[config.mk]
export PLATFORM = sky130hd
export DESIGN_NAME = skip_sequencer
export DESIGN_NICKNAME = d
export VERILOG_FILES = /design/src/rtl/skip_pkg.sv /design/src/rtl/skip_lead_ones.sv /design/src/rtl/skip_step_unit.sv /design/src/rtl/skip_exec_unit.sv /design/src/rtl/skip_nest_ctr.sv /design/src/rtl/skip_sequencer.sv
export SDC_FILE = /design/constraint.sdc
export NUM_CORES = 1
export LEC_CHECK = 0
export ABC_AREA = 1
export BUFFER_PORTS_ARGS = -buffer_cell sky130_fd_sc_hd__buf_2
export CAP_MARGIN = 20
export CELL_PAD_IN_SITES_DETAIL_PLACEMENT = 0
export CELL_PAD_IN_SITES_GLOBAL_PLACEMENT = 1
export CORE_MARGIN = 2
export CORE_UTILIZATION = 37
export CTS_BUF_LIST = sky130_fd_sc_hd__clkbuf_2
export CTS_CLUSTER_SIZE = 28
export DETAILED_ROUTE_END_ITERATION = 7
export PLACE_DENSITY_LB_ADDON = 0.15
export SLEW_MARGIN = 10
export SYNTH_ARGS = -nofsm -noshare
export SYNTH_HDL_FRONTEND = slang
export SYNTH_SLANG_ARGS = --single-unit
[constraint.sdc]
create_clock -name clk -period 82.3 [get_ports clk]
set_input_delay 20.575 -clock clk [delete_from_list [all_inputs] [get_ports clk]]
set_output_delay 20.575 -clock clk [all_outputs]
set_load 0.03 [all_outputs]
[src/rtl/skip_pkg.sv]
// Shared sizes and types for the skip pattern sequencer.
package skip_pkg;
    localparam int PAT_W  = 32;
    localparam int PC_W   = 20;
    localparam int TGT_W  = 10;
    localparam int STEP_W = $clog2(PAT_W + 2);

    typedef enum logic {MODE_CANCEL = 1'b0, MODE_FAST = 1'b1} skip_mode_e;
endpackage

[src/rtl/skip_lead_ones.sv]
// Counts consecutive 1 bits starting at bit 0 of a vector.
// Assumes: purely combinational, any W >= 1.
module skip_lead_ones #(
    parameter int W  = 32,
    localparam int CW = $clog2(W + 1)
) (
    input  logic [W-1:0]  vec,
    output logic [CW-1:0] count
);
    logic run;

    // Walk from the LSB and stop counting at the first zero.
    always_comb begin
        count = '0;
        run   = 1'b1;
        for (int i = 0; i < W; i++) begin
            if (run && vec[i]) count = count + CW'(1);
            else               run   = 1'b0;
        end
    end
endmodule

[src/rtl/skip_step_unit.sv]
// Computes the PC step, the next remaining pattern and the next cancel
// flag for one consuming retire. Assumes eff_rem holds the bits of the
// instructions after the retiring one, bit 0 first.
module skip_step_unit #(
    parameter int PAT_W  = 32,
    parameter int STEP_W = 6
) (
    input  logic [PAT_W-1:0]  eff_rem,
    input  logic              fast,
    output logic [STEP_W-1:0] step,
    output logic [PAT_W-1:0]  rem_next,
    output logic              cancel_next
);
    localparam int CW = $clog2(PAT_W + 1);

    logic [CW-1:0] run_len;
    logic [CW:0]   shamt;

    skip_lead_ones #(.W(PAT_W)) u_run (.vec(eff_rem), .count(run_len));

    // Fast mode leaps the run; cancel mode steps one and flags the bit.
    always_comb begin
        shamt = {1'b0, run_len} + (CW+1)'(1);
        if (fast) begin
            step        = STEP_W'(shamt);
            rem_next    = eff_rem >> shamt;
            cancel_next = 1'b0;
        end else begin
            step        = STEP_W'(1);
            rem_next    = eff_rem >> 1;
            cancel_next = eff_rem[0];
        end
    end
endmodule

[src/rtl/skip_exec_unit.sv]
// Decodes a jump-and-load operand into a redirect target and the fast
// pattern that remains after the target. Assumes the pattern's bit 0
// belongs to the instruction at the raw target address.
module skip_exec_unit #(
    parameter int PAT_W = 32,
    parameter int TGT_W = 10,
    parameter int PC_W  = 20
) (
    input  logic [PAT_W-1:0] operand,
    output logic [PC_W-1:0]  target,
    output logic [PAT_W-1:0] rem_next
);
    localparam int EW = PAT_W - TGT_W;
    localparam int CW = $clog2(EW + 1);

    logic [EW-1:0] pat;
    logic [CW-1:0] run_len;
    logic [CW:0]   shamt;

    assign pat = operand[PAT_W-1:TGT_W];

    skip_lead_ones #(.W(EW)) u_run (.vec(pat), .count(run_len));

    // Land after the marked run and keep the bits beyond the landing point.
    always_comb begin
        shamt    = {1'b0, run_len} + (CW+1)'(1);
        target   = PC_W'(operand[TGT_W-1:0]) + PC_W'(run_len);
        rem_next = PAT_W'(pat >> shamt);
    end
endmodule

[src/rtl/skip_nest_ctr.sv]
// Tracks subroutine nesting depth while a skip pattern is suspended.
// Assumes inc and dec never arrive together; saturates at both ends.
module skip_nest_ctr #(
    parameter int NEST_W = 4
) (
    input  logic              clk,
    input  logic              rst_n,
    input  logic              inc,
    input  logic              dec,
    output logic [NEST_W-1:0] depth,
    output logic              suspended,
    output logic              last
);
    // Count calls up and returns down.
    always_ff @(posedge clk) begin
        if (!rst_n)                         depth <= '0;
        else if (inc && depth != '1)        depth <= depth + NEST_W'(1);
        else if (dec && depth != '0)        depth <= depth - NEST_W'(1);
    end

    assign suspended = (depth != '0);
    assign last      = (depth == NEST_W'(1));
endmodule

[src/rtl/skip_sequencer.sv]
// Skip pattern sequencer between fetch and execute. Holds the remaining
// pattern, the mode and the cancel flag of the current instruction.
// Assumes all requests are qualified by retire of the instruction that
// issues them, and that at most one of load, exec, call, ret is set.
module skip_sequencer #(
    parameter int PC_W       = skip_pkg::PC_W,
    parameter int PAT_W      = skip_pkg::PAT_W,
    parameter int TGT_W      = skip_pkg::TGT_W,
    parameter int STEP_W     = skip_pkg::STEP_W,
    parameter int LOCAL_SIZE = 1024,
    parameter int NEST_W     = 4
) (
    input  logic              clk,
    input  logic              rst_n,
    input  logic              retire,
    input  logic [PC_W-1:0]   pc_in,
    input  logic              load_req,
    input  logic              load_fast,
    input  logic              exec_req,
    input  logic              call_req,
    input  logic              ret_req,
    input  logic [PAT_W-1:0]  operand,
    output logic              cancel,
    output logic [STEP_W-1:0] pc_step,
    output logic              redirect,
    output logic [PC_W-1:0]   redirect_pc,
    output logic              skip_active
);
    import skip_pkg::*;

    logic [PAT_W-1:0]  rem_q;
    skip_mode_e        mode_q;
    logic              cancel_q;
    logic [NEST_W-1:0] nest_depth;
    logic              suspended, nest_last;
    logic              live, pc_local;
    logic              do_exec, do_load, do_call, do_ret, consume;
    logic [PAT_W-1:0]  eff_rem, st_rem, ex_rem;
    logic              eff_fast, st_cancel;
    logic [STEP_W-1:0] st_step;
    logic [PC_W-1:0]   ex_target;

    // Qualify the requests of the retiring instruction.
    always_comb begin
        live     = retire && !cancel_q;
        pc_local = (pc_in < PC_W'(LOCAL_SIZE));
        do_exec  = live && exec_req && !suspended;
        do_load  = live && load_req && !exec_req && !suspended;
        do_call  = live && call_req;
        do_ret   = live && ret_req && !call_req && suspended;
        consume  = retire && ((!suspended && !do_call && !do_exec) || (do_ret && nest_last));
        eff_rem  = do_load ? operand : rem_q;
        eff_fast = (do_load ? load_fast : (mode_q == MODE_FAST)) && pc_local;
    end

    skip_nest_ctr #(.NEST_W(NEST_W)) u_nest (
        .clk(clk), .rst_n(rst_n), .inc(do_call), .dec(do_ret),
        .depth(nest_depth), .suspended(suspended), .last(nest_last)
    );

    skip_step_unit #(.PAT_W(PAT_W), .STEP_W(STEP_W)) u_step (
        .eff_rem(eff_rem), .fast(eff_fast), .step(st_step),
        .rem_next(st_rem), .cancel_next(st_cancel)
    );

    skip_exec_unit #(.PAT_W(PAT_W), .TGT_W(TGT_W), .PC_W(PC_W)) u_exec (
        .operand(operand), .target(ex_target), .rem_next(ex_rem)
    );

    // Update the pattern, mode and cancel flag on each retire.
    always_ff @(posedge clk) begin
        if (!rst_n) begin
            rem_q    <= '0;
            mode_q   <= MODE_CANCEL;
            cancel_q <= 1'b0;
        end else if (do_exec) begin
            rem_q    <= ex_rem;
            mode_q   <= MODE_FAST;
            cancel_q <= 1'b0;
        end else if (consume) begin
            rem_q    <= st_rem;
            cancel_q <= st_cancel;
            if (do_load) mode_q <= load_fast ? MODE_FAST : MODE_CANCEL;
        end else if (do_call) begin
            cancel_q <= 1'b0;
        end
    end

    assign cancel      = cancel_q;
    assign pc_step     = consume ? st_step : STEP_W'(1);
    assign redirect    = do_exec;
    assign redirect_pc = ex_target;
    assign skip_active = (rem_q != '0) || cancel_q;
endmodule

Yosys cells after proc, flatten, opt, wreduce, memory -nomap -nowiden

Cells that the tools add are included.

Memories kept: 0
Logic and storage cells: 274
Bits in latches: 0
Bits in writable memories: 0
Register bits after elaboration: 38
Memory bits (read-only): 0

Magnitude comparators: 1
Equal/unequal tests: 2
Reduce and logical (&&, ||, !) cells: 85
Multiply operators: 0
Shift-type cells: 2
Divide/modulo/power cells: 0
Add/subtract/negate cells: 57
Multiplexer cells: 122
Bitwise operators: 1

Operators with widths:

| operator             | count |
|---|---|
| $mux 6               | 33 |
| $add 6x1->6 const B  | 31 |
| $mux 32              | 4 |
| $add 5x1->5 const B  | 21 |
| $mux 5               | 21 |
| $logic_and 1x1->1    | 69 |
| $mux 1               | 62 |
| $reduce_bool 32->1   | 1 |
| $shr 22x6->32        | 1 |
| $shr 32x7->32        | 1 |
| $lt 20x11->1 const B | 1 |
| $add 10x5->11        | 1 |
| $mux 4               | 2 |
| $reduce_bool 2->1    | 4 |
| $add 6x1->7 const B  | 1 |
| $add 5x1->6 const B  | 1 |
| $logic_not 1->1      | 6 |
| $add 4x1->4 const B  | 1 |
| $eq 4x1->1 const B   | 1 |
| $ne 4x4->1 const B   | 1 |
| $reduce_bool 4->1    | 1 |
| $sub 4x1->4 const B  | 1 |
| $logic_or 1x1->1     | 2 |
| $reduce_and 2->1     | 1 |
| 2 further kinds      | 2 |

Longest topological paths before layout

Depth after elaboration: 74
Depth in mapped cells: 129
Mapped depth without buffers: 127

By module

From an unflattened synthesis, not the netlist that was laid out.

Cell total of the unflattened synthesis: 2,158
Area, all modules: 11,597.4 um2

By module, submodules not included:

| module                         | instances | cells an instance | area an instance (um2) | seq. area each (um2) |
|---|---|---|---|---|
| skip_lead_ones at u_step.u_run | 1         | 658               | 3,458.3                | 0.0 |
| skip_sequencer                 | 1         | 410               | 2,457.4                | 680.7 |
| skip_lead_ones at u_exec.u_run | 1         | 337               | 2,013.2                | 0.0 |
| skip_step_unit                 | 1         | 405               | 1,894.3                | 0.0 |
| skip_exec_unit                 | 1         | 291               | 1,418.9                | 0.0 |
| skip_nest_ctr                  | 1         | 57                | 355.3                  | 80.1 |

Worst setup path after synthesis

OpenSTA, ideal clock, no wires.

Path type: in2out
From: in exec_req
To: out pc_step[4]
Path buffers: 4
Setup slack: 24.929 ns
Stages: 122
Data arrival time: 36.796 ns
Cell sequence: inv_2 > nand2_1 > nor2_8 > nand2_4 > buf_6 > buf_6 > nand2_1 > nand2_1 > a21oi_1 > ha_1 > o21ai_0 > inv_1 > ha_1 > inv_1 > nand3_1 > nand2_1 > inv_1 > ha_1 > [... 86 more ...] > inv_1 > ha_1 > or2_1 > nand2_1 > inv_1 > ha_1 > nand2_1 > nand2_1 > ha_1 > nand2_1 > nand2_2 > buf_6 > buf_2 > ha_1 > inv_1 > nor3_1 > xnor2_1 > nor2_1

Word-level cells in the longest chain between the ends: 70
Elaborated cells between the ends (all ways): 140
Classes of those cells: 32 x add/sub; 67 x mux; 41 x reduce/logical

RTL lines:

| what                                                    | line                 | text |
|---|---|---|
| from (decl)                                             | skip_sequencer.sv:19 | `input logic exec_req,` |
| $logic_not 1->1                                         | skip_sequencer.sv:48 | `do_load = live && load_req && !exec_req && !suspended;` |
| $logic_and 1x1->1 (2 in a row)                          | skip_sequencer.sv:48 |  |
| $mux 32                                                 | skip_sequencer.sv:52 | `eff_rem = do_load ? operand : rem_q;` |
| $mux 1                                                  | skip_lead_ones.sv:17 | `if (run && vec[i]) count = count + CW'(1);` |
| $add 6x1->6 / $logic_and 1x1->1 (equally long branches) | skip_lead_ones.sv:17 |  |
| $mux 6 / $mux 1 (equally long branches)                 | skip_lead_ones.sv:17 |  |
| $add 6x1->6 / $logic_and 1x1->1 (equally long branches) | skip_lead_ones.sv:17 |  |
| $mux 6 / $mux 1 (equally long branches)                 | skip_lead_ones.sv:17 |  |
| [... 53 more ...]                                       | -                    |  |
| $mux 6 / $mux 1 (equally long branches)                 | skip_lead_ones.sv:17 |  |
| $add 6x1->6 / $logic_and 1x1->1 (equally long branches) | skip_lead_ones.sv:17 |  |
| $mux 6 / $mux 1 (equally long branches)                 | skip_lead_ones.sv:17 |  |
| $add 6x1->6 / $logic_and 1x1->1 (equally long branches) | skip_lead_ones.sv:17 |  |
| $mux 6                                                  | skip_lead_ones.sv:17 |  |
| $add 6x1->7                                             | skip_step_unit.sv:23 | `shamt = {1'b0, run_len} + (CW+1)'(1);` |
| $mux 6                                                  | skip_step_unit.sv:24 | `if (fast) begin` |
| $mux 6 *                                                | skip_sequencer.sv:90 | `assign pc_step = consume ? st_step : STEP_W'(1);` |
| to (decl)                                               | skip_sequencer.sv:24 | `output logic [STEP_W-1:0] pc_step,` |

Every way passes the cells marked *; elsewhere a longest branch is shown, timed or not.

Worst setup path after layout

From: in exec_req
To: out pc_step[5]

Same word-level chain as after synthesis.

==> results.yml <==
sta:
  final.period_utilization_pct: 72.3
  setup_viol: 0
  slew_headroom_pct: 38.4
  finalSetupTns_ns: 0
  worst_pin_slew_ns: 0.921
  grt_setup_unrepaired: "no"
  fin_crit_ns: 59.50
  timing.fmax_mhz: 16.8
  fin_skew_ns: 0.0237
  setup_ws_ns: 22.80
  slew_violations: 0
  hold_viol: 0
layout:
  final_nets: 2289
  final.fill_count: 3635
  drive_above_1_share_pct: 12.1
  synthToLayoutAreaGrowth_pct: 4.63
worst_setup_path:
  startpoint_type: "input port"
  r2r-end: "rem_q[3]"
  critPathCaptureType: "output port"
  max_stage_delay_ns: 0.56
  critPathSlowestCell: "nand2_4"
  reg2reg_depth: 125
  crit_top_cell: "nand2_1"
  crit_family: "adder cells"
  crit_buf_inv: 29
  critPathRequiredTime_ns: 61.72
  reg2reg_slack_ns: 63.36
  cp_max_fo: 53
  crit_type: "in2out"
  rr_startpoint: "u_nest.depth[0]"
  crit_arrival_ns: 38.93
global_routing:
  grt_pass1_wl_um: 57000
  grt_max_degree: 54
  grt_overflow: 0
  grtUsageMet3_pct: 1.12
  use_met1_pct: 28.6
  grt_antenna_before_repair: 1
  grt_pass1_vias: 11700
  use_met2_pct: 38.6
  grt-busiest-layer: "met2"
  grt_usage_pct: 21.8
worst_hold_path:
  holdPathStages: 2
  whs_endpoint: "rem_q[21]"
  hold_path.class: "reg2reg"
  min_from: "rem_q[21]"
power_and_ir_drop:
  leakagePower_nw: 6.67
  p_per_area_nw_per_um2: 8.42
  peakVddDrop_mv: 0.00624
clock_network:
  clkTransAtPathRegs_ns: 0.23
  cts-hold-fix-buffers: 0
  cts.path.max_buffers: 2
  h-tree-depth: 2
  cts_tree: "built"
  cts_resized: 0
  numCtsBuffers: 5
  cts_setup_buffers: 0
  clock_latency_ns: 0.44
  clock-sinks: 37
  cts_root_buf: "clkbuf_2"
placed_design:
  hpwl_um: 29200
  pre_cts_slack_ns: 22.76
  place.gp.congestion: 0.910
  port_buffers: 69
detailed_routing:
  route.detailed.wl_per_inst_um: 13.5
  initialDrtViolationCount: 714
  drc: 0
  dr.pass1.iters: 5
  ant_nets: 0
  num_vias: 12800
  wirelength_um: 34700
  vias_per_cell: 4.98
run_status:
  run_status: "complete, no violations"
synth:
  synth_area_leaders: "nand2_1 (25%), nand3_1 (10%), inv_1 (9.4%)"
  ys_seq_area_share_pct: 6.54
  ys_seq_elements: 37
  yosys-top-cells-count: "nand2_1 (755), inv_1 (285), nand3_1 (230), nor2_1 (149), o21ai_0 (96)"
  synth_flop_cell: "dfxtp_1"
  synth_top_area_cell: "nand2_1"
  syn_avg_cell_area_um2: 5.31
  yosys_warnings: 0
  synth_edf_count: 0
  synth_top_area_share_pct: 25.0
  ys_types: 64
  synth_most_common_cell: "nand2_1"
  netlist_area_um2: 11300
  synthCells: 2132
  synthArstFlopShare_pct: 0
floorplanning:
  start_util_pct: 37.3
  design.core.area_um2: 30300
  io_pins: 89
  row_count: 64
  dieArea_um2: 32000
  die_w_um: 179
  die_y_um: 179
flow_run:
  drv_cap: 0
==> worst max-delay path by stage <==
stage,from,to,slack (ns),cells past startpoint
6_report,exec_req,pc_step[5],22.80,122
3_3_place_gp,exec_req,pc_step[5],22.77,122
4_1_cts,exec_req,pc_step[5],22.71,122
3_5_place_dp,exec_req,pc_step[5],22.76,122
2_1_floorplan,exec_req,pc_step[4],24.93,122
5_1_grt,exec_req,pc_step[5],21.12,121
==> metrics by stage <==
step / utilization (%) / instances / cell area, um^2 / total power, mW / hold WS, ns
after floorplan: - / 2140 / 11400 / 0.0714 / 0.442
after global placement: 38.8 / 2558 / 11800 / 0.0871 / 0.452
after detailed placement: 38.8 / 2558 / 11800 / 0.0872 / 0.459
after CTS: 39.0 / 2566 / 11800 / 0.0998 / 0.485
after global routing: 39.0 / 2567 / 11800 / 0.110 / 0.510
final: 39.0 / 2567 / 11800 / 0.0998 / 0.487
==> power by group <==
part           internal (mW)  total [mW]  switching (mW)
clock                0.00502      0.0123         0.00731
combinational         0.0210      0.0663          0.0453
sequential            0.0196      0.0212         0.00157
==> cell type report <==
class / instances / area [um^2] / share of cell area, %
clock inverters: 3 / 41.3 / 0.349
multi-input cells: 1708 / 8800 / 74.3
diodes: 1 / 2.50 / 0.0211
clock buffers: 5 / 25.0 / 0.211
inverters: 332 / 1280 / 10.8
flip-flops and latches: 37 / 741 / 6.25
well taps: 396 / 495 / 4.18
repair buffers: 85 / 465 / 3.93
==> cell usage in the layout, fill, tap and decap left out, drive strengths merged, types with 25 or more instances in the layout <==
| cell type | n |
|---|---|
| nand2 | 788 |
| or2 | 25 |
| nand4 | 28 |
| inv | 328 |
| nor2 | 201 |
| buf | 85 |
| dfxtp | 37 |
| o21ai | 142 |
| ha | 59 |
| xor2 | 33 |
| a21oi | 86 |
| nand3 | 243 |
==> registers in the layout, summed over array words and instances, names as in the netlist <==
register,count
rem_q,31
u_nest.depth,4
cancel,1
mode_q,1
==> worst register-to-register path, delay by kind of cell (launching register included) <==
| family | cells | cell delay, ns |
|---|---|---|
| fa+ha+maj | 30 | 8.04 |
| simple gates | 59 | 7.17 |
| buf+inv | 28 | 1.87 |
| compound gates | 8 | 1.42 |
| flops | 1 | 0.41 |
==> cells by family after synthesis <==
| kind of cell | Yosys count | synth area share, % |
|---|---|---|
| muxes | 3 | 0.265 |
| AOI/OAI and AO/OA | 265 | 12.8 |
| adders and majority gates | 60 | 6.70 |
| DFF | 37 | 6.54 |
| xor gates and xnor gates | 44 | 3.40 |
| and+or+nand+nor | 1327 | 54.2 |
| buffers and inverters | 395 | 16.1 |
| other | 1 | 0.0331 |
==> routing by layer <==
| layer | wire length [um] | part of all wire (%) |
|---|---|---|
| met5 | 0 | 0 |
| met4 | 893 | 2.6 |
| met3 | 918 | 2.6 |
| met2 | 16400 | 47 |
| met1 | 16400 | 47 |
Power figures use the tool's default switching activity.
